`src/rtl/rns_mac_pkg.sv`:
```
package rns_mac_pkg;

  localparam int REG_CNT    = 16;
  localparam int IDX_W      = 4;
  localparam int SEL_W      = 5;
  localparam int PIPE_DEPTH = 6;

  localparam logic [SEL_W-1:0] SEL_BUS   = 5'd16;
  localparam logic [SEL_W-1:0] SEL_CONST = 5'd17;

  // strobes that travel beside the datapath, one set per operation
  typedef struct packed {
    logic             issue;
    logic             clear;
    logic [IDX_W-1:0] dst;
  } ctlStrobe_t;

endpackage

```
`src/rtl/rns_mac_ctl.sv`:
```
module rns_mac_ctl
  import rns_mac_pkg::*;
(
  input  logic             clk,
  input  logic             rst_n,
  input  logic             opValid,
  input  logic             accClear,
  input  logic [IDX_W-1:0] dstSel,
  output ctlStrobe_t       wbCtl
);

  localparam int CTL_STAGES = PIPE_DEPTH - 1;

  ctlStrobe_t ctlPipe [CTL_STAGES];

  always_ff @(posedge clk or negedge rst_n) begin
    if (!rst_n) ctlPipe[0] <= '0;
    else        ctlPipe[0] <= '{issue: opValid, clear: accClear, dst: dstSel};
  end

  for (genvar i = 1; i < CTL_STAGES; i++) begin : g_shift
    always_ff @(posedge clk or negedge rst_n) begin
      if (!rst_n) ctlPipe[i] <= '0;
      else        ctlPipe[i] <= ctlPipe[i-1];
    end
  end

  // strobe for the operation entering the final (write-back) stage
  assign wbCtl = ctlPipe[CTL_STAGES-1];

endmodule

```
`src/rtl/rns_mac_dp.sv`:
```
module rns_mac_dp
  import rns_mac_pkg::*;
#(
  parameter int          W  = 17,
  parameter int          CW = 8,
  parameter int unsigned C  = 31
)(
  input  logic             clk,
  input  logic             rst_n,
  input  logic [SEL_W-1:0] srcASel,
  input  logic [SEL_W-1:0] srcBSel,
  input  logic [W-1:0]     busIn,
  input  logic [W-1:0]     constIn,
  input  logic             outEn,
  input  logic [IDX_W-1:0] outSel,
  input  ctlStrobe_t       wbCtl,
  output logic [W-1:0]     busOut,
  output logic             resValid,
  output logic [W-1:0]     resOut
);

  localparam int unsigned MOD    = (2**W) - C;
  localparam logic [W+1:0] MOD_X  = (W+2)'(MOD);
  localparam logic [W+1:0] MOD_2X = (W+2)'(2*MOD);
  localparam logic [W-1:0] MOD_W  = W'(MOD);
  localparam logic [W+CW-1:0] C_MID = (W+CW)'(C);
  localparam logic [2*CW-1:0] C_LOW = (2*CW)'(C);

  logic [W-1:0] regFile [REG_CNT];

  // single conditional subtraction: input below 2^W
  function automatic logic [W-1:0] foldOnce(input logic [W-1:0] v);
    return (v >= MOD_W) ? v - MOD_W : v;
  endfunction

  // both inputs below 2^W: up to two subtractions of m
  function automatic logic [W-1:0] modAddWide(input logic [W-1:0] a, input logic [W-1:0] b);
    logic [W+1:0] s;
    s = (W+2)'(a) + (W+2)'(b);
    if (s >= MOD_2X)     return W'(s - MOD_2X);
    else if (s >= MOD_X) return W'(s - MOD_X);
    else                 return W'(s);
  endfunction

  // both inputs below m: one subtraction
  function automatic logic [W-1:0] modAddNarrow(input logic [W-1:0] a, input logic [W-1:0] b);
    logic [W:0] s;
    s = (W+1)'(a) + (W+1)'(b);
    return (s >= (W+1)'(MOD)) ? W'(s - (W+1)'(MOD)) : W'(s);
  endfunction

  function automatic logic [W-1:0] pickOperand(input logic [SEL_W-1:0] sel);
    if (!sel[SEL_W-1])         return regFile[sel[IDX_W-1:0]];
    else if (sel == SEL_BUS)   return busIn;
    else if (sel == SEL_CONST) return constIn;
    else                       return '0;
  endfunction

  // stage registers
  logic [W-1:0]    s1A, s1B;
  logic [2*W-1:0]  s2P;
  logic [W+CW-1:0] s3Q;
  logic [W-1:0]    s3R;
  logic [2*CW-1:0] s4Rp;
  logic [W-1:0]    s4S;
  logic [W-1:0]    s5T;
  logic [W-1:0]    accReg;

  logic [2*W-1:0]  prodFull;
  logic [W+CW-1:0] firstFold;
  logic [2*CW-1:0] secondFold;
  logic [W-1:0]    accNext;

  assign prodFull   = (2*W)'(s1A) * (2*W)'(s1B);                 // W x W
  assign firstFold  = (W+CW)'(s2P[2*W-1:W]) * C_MID;             // W x CW
  assign secondFold = (2*CW)'(s3Q[W+CW-1:W]) * C_LOW;            // CW x CW
  assign accNext    = wbCtl.clear ? s5T : modAddNarrow(s5T, accReg);

  always_ff @(posedge clk or negedge rst_n) begin
    if (!rst_n) begin
      s1A  <= '0;
      s1B  <= '0;
      s2P  <= '0;
      s3Q  <= '0;
      s3R  <= '0;
      s4Rp <= '0;
      s4S  <= '0;
      s5T  <= '0;
    end else begin
      s1A  <= pickOperand(srcASel);
      s1B  <= pickOperand(srcBSel);
      s2P  <= prodFull;
      s3Q  <= firstFold;
      s3R  <= foldOnce(s2P[W-1:0]);
      s4Rp <= secondFold;
      s4S  <= modAddWide(s3Q[W-1:0], s3R);
      s5T  <= modAddWide(W'(s4Rp), s4S);
    end
  end

  always_ff @(posedge clk or negedge rst_n) begin
    if (!rst_n) begin
      accReg   <= '0;
      resValid <= 1'b0;
    end else begin
      resValid <= wbCtl.issue;
      if (wbCtl.issue) accReg <= accNext;
    end
  end

  for (genvar g = 0; g < REG_CNT; g++) begin : g_reg
    always_ff @(posedge clk or negedge rst_n) begin
      if (!rst_n)
        regFile[g] <= '0;
      else if (wbCtl.issue && (wbCtl.dst == IDX_W'(g)))
        regFile[g] <= accNext;
    end
  end

  assign busOut = outEn ? regFile[outSel] : '0;
  assign resOut = accReg;

endmodule

```
`src/rtl/rns_mac_unit.sv`:
```
module rns_mac_unit
  import rns_mac_pkg::*;
#(
  parameter int          W  = 17,
  parameter int          CW = 8,
  parameter int unsigned C  = 31
)(
  input  logic         clk,
  input  logic         rst_n,
  input  logic         opValid,
  input  logic [4:0]   srcASel,
  input  logic [4:0]   srcBSel,
  input  logic [3:0]   dstSel,
  input  logic         accClear,
  input  logic [W-1:0] busIn,
  input  logic [W-1:0] constIn,
  input  logic         outEn,
  input  logic [3:0]   outSel,
  output logic [W-1:0] busOut,
  output logic         resValid,
  output logic [W-1:0] resOut
);

  ctlStrobe_t wbCtl;

  rns_mac_ctl u_ctl (
    .clk      (clk),
    .rst_n    (rst_n),
    .opValid  (opValid),
    .accClear (accClear),
    .dstSel   (dstSel),
    .wbCtl    (wbCtl)
  );

  rns_mac_dp #(.W(W), .CW(CW), .C(C)) u_dp (
    .clk      (clk),
    .rst_n    (rst_n),
    .srcASel  (srcASel),
    .srcBSel  (srcBSel),
    .busIn    (busIn),
    .constIn  (constIn),
    .outEn    (outEn),
    .outSel   (outSel),
    .wbCtl    (wbCtl),
    .busOut   (busOut),
    .resValid (resValid),
    .resOut   (resOut)
  );

endmodule

```
`config.mk`:
```
export PLATFORM = sky130hd
export DESIGN_NAME = rns_mac_unit
export DESIGN_NICKNAME = d
export VERILOG_FILES = /design/src/rtl/rns_mac_pkg.sv /design/src/rtl/rns_mac_ctl.sv /design/src/rtl/rns_mac_dp.sv /design/src/rtl/rns_mac_unit.sv
export SDC_FILE = /design/constraint.sdc
export NUM_CORES = 2
export LEC_CHECK = 0
export CORE_ASPECT_RATIO = 0.5
export CORE_MARGIN = 10
export CORE_UTILIZATION = 50
export CTS_BUF_LIST = sky130_fd_sc_hd__clkbuf_16
export DETAILED_ROUTE_END_ITERATION = 10
export DONT_BUFFER_PORTS = 1
export PLACE_DENSITY_LB_ADDON = 0.25
export SYNTH_ARGS = -nofsm -noshare
export SYNTH_HDL_FRONTEND = slang
export SYNTH_SLANG_ARGS = --single-unit
```
`constraint.sdc`:
```
create_clock -name clk -period 5.85 [get_ports clk]
set_clock_uncertainty 0.15 [all_clocks]
set_input_delay 1.4625 -clock clk [delete_from_list [all_inputs] [get_ports clk]]
set_output_delay 1.4625 -clock clk [all_outputs]
set_load 0.02 [all_outputs]
```
==> impl_results.md <==
- Num CTS Buffers: 47
- Met2 WL: 58000 microns
- Max frequency: 0.169 GHz
- Failing checks: slew limit, setup timing
- Initial core utilization: 50.3%
- Status: finished with violations
- Total Nets Final: 4559
- Yosys reg bits: 471
- Worst R2R Start: u_dp.s1B[5]$_DFF_PN0_
- Core ar.: 0.0814 sq mm
- Post-route minimum period: 5.90 ns
- Max stage delay cell, worst path: fa_2
- Final wirelength: 128000 microns
- WL met3: 13200 microns
- Congestion Overflow GR: 0
- Skew-Pair Late Insertion Delay: 0.66 ns
- Largest net degree at the start of global routing: 472
- Area grow syn2layout: 10.2%
- Ys async rst share: 100%
- DR WL/cell: 24.8 microns
- Crit-path cells: buf_4 > and2_1 > fa_1 > inv_1 > fa_2 > inv_1 > ha_1 > fa_1 > fa_1 > inv_1 > fa_1 > inv_1 > ha_1 > and3_4 > and3_4 > a32oi_4 > a21oi_4 > o311ai_4 > a31oi_4 > o21ai_1 > nand2b_1 > a21oi_2 > xnor2_1
- Row count: 74
- Total Die Area: 0.0945 sq mm
- Final GP Congestion: 0.909
- Met1 WL: 48400 microns
- Cell Area, Synth: 0.0410 sq mm
- Post-Syn Area per Cell: 10.2 sq um
- Crit end category: flip-flop
- Setup TNS Final: -0.0853 ns
- WS Path Type: reg2reg
- Number of flops mapped to enable cells by yosys: 0
- First-pass GRT wire length: 195000 microns
- CTS H-Tree Depth: 2
- R2r endpoint: u_dp.s2P[31]$_DFF_PN0_
- Critical path's largest stage delay: 0.55 ns
- Die height: 222 microns
- CTS Sinks: 471
- Clock-pin transition on the worst setup and hold timing paths: 0.08 ns
- Post-layout instance area: 0.0452 sq mm
- Highest metal used: met5
- Die width: 425 microns
- Count of input and output buffers: 0
- PnR worst setup slack: -0.0504 ns
- Layout cell share with drive strength beyond 1: 18.0%
- PwrDens: 555 mW/mm^2
- Unrepaired setup endpoints after global routing: true
- Clock Tree Buf Depth: 3
- Final core occ: 55.5%
- DR pass1 iterations: 7
- Synth cell types: 90
- Post-synthesis sequential area ratio: 28.8%
- Cts hold-fix bufs: 0
- DRC viols: 0
- Slew Viols, Final: 276
- Final setup viols: 2
- Worst IR drop on VDD: 0.000529 V
- Slew headroom: -39.1%
- Via Count: 32700
- CP max FO: 6
- HPWL after detailed placement: 85300 microns
- Slew at the pin closest to its max-slew limit: 2.09 ns
- Final Hold Vio Count: 0
- Clock Root Buffer: clkbuf_16
- Min-Delay Startpoint: u_ctl.ctlPipe[16]$_DFF_PN0_
- Hold path cells: 0
- Syn. warnings: 0
- Flop2flop setup slack: -0.05 ns
- Setup crit start kind: flip-flop
- P_leak: 0.0206 uW
- Design Power: 25100 uW
- Worst Path Arrival: 6.31 ns
- Cells after Synth: 4034
- CTS tree: built
- Length in cells of the worst reg-to-reg path: 23
- Worst hold path type: reg2reg
- DP Area: 0.0427 sq mm
- WP data required: 6.26 ns
- Vias per cell: 6.33
- Mapped Nets: 4582
- Reg area: 0.0118 sq mm
- Hold Path Sink: u_ctl.ctlPipe[10]$_DFF_PN0_
- Antenna violations before repair: 7
- Primary FF master, synth: dfrtp_1
- IO Count: 92
- Vias in the first global route: 32500
- Period Utilization, post-route: 101%
- Fill cells: 6884
- Initial DRC Count: 3549
- Antenna viol nets, final: 0
- Multi-input logic area: 0.0272 sq mm
- Max cap viols: 0
- GRT Resource Usage Total: 26.5%
- Pre-CTS WS: -0.291 ns
[sequential cells by signal (all words and copies together) (netlist names)]
name and count:
u_dp.s2P 34, u_dp.s4Rp 10, u_dp.s5T 17, u_dp.s1A 17, u_dp.resValid 1, u_dp.s3R 17
u_ctl.wbCtl 6, u_dp.regFile 272, u_dp.s4S 17, u_dp.s1B 17, u_ctl.ctlPipe 24, u_dp.s3Q 22
u_dp.resOut 17
[worst max-delay path by stage]
stage,start,endpoint,slack [ns],cells after the start
2_1_floorplan,u_dp.s1B[5]$_DFF_PN0_,u_dp.s2P[31]$_DFF_PN0_,0.004,23
3_3_place_gp,u_dp.s1B[6]$_DFF_PN0_,u_dp.s2P[31]$_DFF_PN0_,-0.25,22
3_5_place_dp,u_dp.s1B[6]$_DFF_PN0_,u_dp.s2P[31]$_DFF_PN0_,-0.29,22
4_1_cts,u_dp.s1B[6]$_DFF_PN0_,u_dp.s2P[31]$_DFF_PN0_,-0.11,22
5_1_grt,u_dp.s1A[9]$_DFF_PN0_,u_dp.s2P[30]$_DFF_PN0_,-0.19,23
6_report,u_dp.s1B[5]$_DFF_PN0_,u_dp.s2P[31]$_DFF_PN0_,-0.05,23
[cell families after synthesis]
logic type                 count (synthesis)  share of synthesized area (%)
muxes                                    381                           17.2
AOI/OAI and AO/OA                        585                           9.50
and+or+nand+nor                         1343                           15.7
buffers and inverters                    645                           6.05
DFF                                      471                           28.8
adders and majority gates                491                           20.1
xor gates and xnor gates                 118                           2.62
[per-stage QoR]
step / instances / hold slack [ns]
after global placement: 5030 / 0.182
after CTS: 5134 / 0.201
after floorplan: 4034 / 0.181
after global routing: 5155 / 0.206
final: 5157 / 0.200
after detailed placement: 5030 / 0.186
[cells in the final DEF, fill, tap and decap left out, types with 48 or more instances in the layout]
cell type and n:
a21oi_1 145, and2_1 149, buf_4 167, clkbuf_16 48, dfrtp_1 445, fa_1 268, ha_1 199, inv_1 374
mux2i_1 91, mux4_2 255, nand2_1 392, nand3_1 214, nor2_1 303, o211ai_1 61, o21ai_0 76, or3_1 98
xnor2_1 71
[cells in the mapped netlist, drive strengths merged, types with 13 or more instances]
cell type  count  area share (%)
dfrtp        471              29
nand2        394             3.6
inv          383             3.5
nor2         306             2.8
fa           279              14
mux4         255              14
nand3        217             2.7
ha           212             6.5
clkbuf       202             1.9
and2         162             2.5
a21oi        161             2.0
o21ai        102             1.3
or3          100             1.5
mux2i         91             2.2
xnor2         80             1.8
o211ai        62             1.1
buf           60            0.68
nor3          48            0.64
a31oi         42            0.66
xor2          38            0.81
mux2          35            0.96
o22ai         35            0.53
o221ai        32            0.68
a21o          30            0.55
nor2b         29            0.44
and3          21            0.32
a211oi        16            0.33
a221o         16            0.39
nand2b        14            0.21
o21bai        14            0.26
nand4         13            0.23
[power by group]
part	leakage, uW	internal [uW]	switching, uW
clock network	0.000812	1880	1540
logic	0.0139	6540	8840
registers	0.00594	4650	1600
[routing by layer]
| layer | track usage [%] | up-vias |
|---|---|---|
| li1 | - | 14100 |
| met1 | 33.9 | 16400 |
| met2 | 41.3 | 1738 |
| met3 | 6.90 | 464 |
| met4 | 14.1 | 8 |
| met5 | 0 | - |
[area by class of cell]
class	instances	area share, %
antenna	5	0.0277
clock buffer	48	2.66
clock inverter	40	1.07
inverter	383	3.18
multi-input combinational	2918	60.3
sequential	471	26.2
tap	1102	3.05
timing repair buffer	190	3.49
[what timing repair did]
action,in CTS,in global routing
gates resized for setup,70,67
pin swaps,27,69
endpoints found under the setup margin,12,13
gates cloned,0,1
setup buffers,16,17
[critical path, delay by kind of cell (launching register included)]
| kind | cells | cell delay (ns) |
|---|---|---|
| flops | 1 | 0.46 |
| xor+xnor | 1 | 0.12 |
| simple gates | 4 | 0.60 |
| buf+inv | 5 | 0.35 |
| compound gates | 6 | 1.11 |
| fa+ha+maj | 7 | 3.04 |
Note: power is estimated with default switching activity, not from simulation.
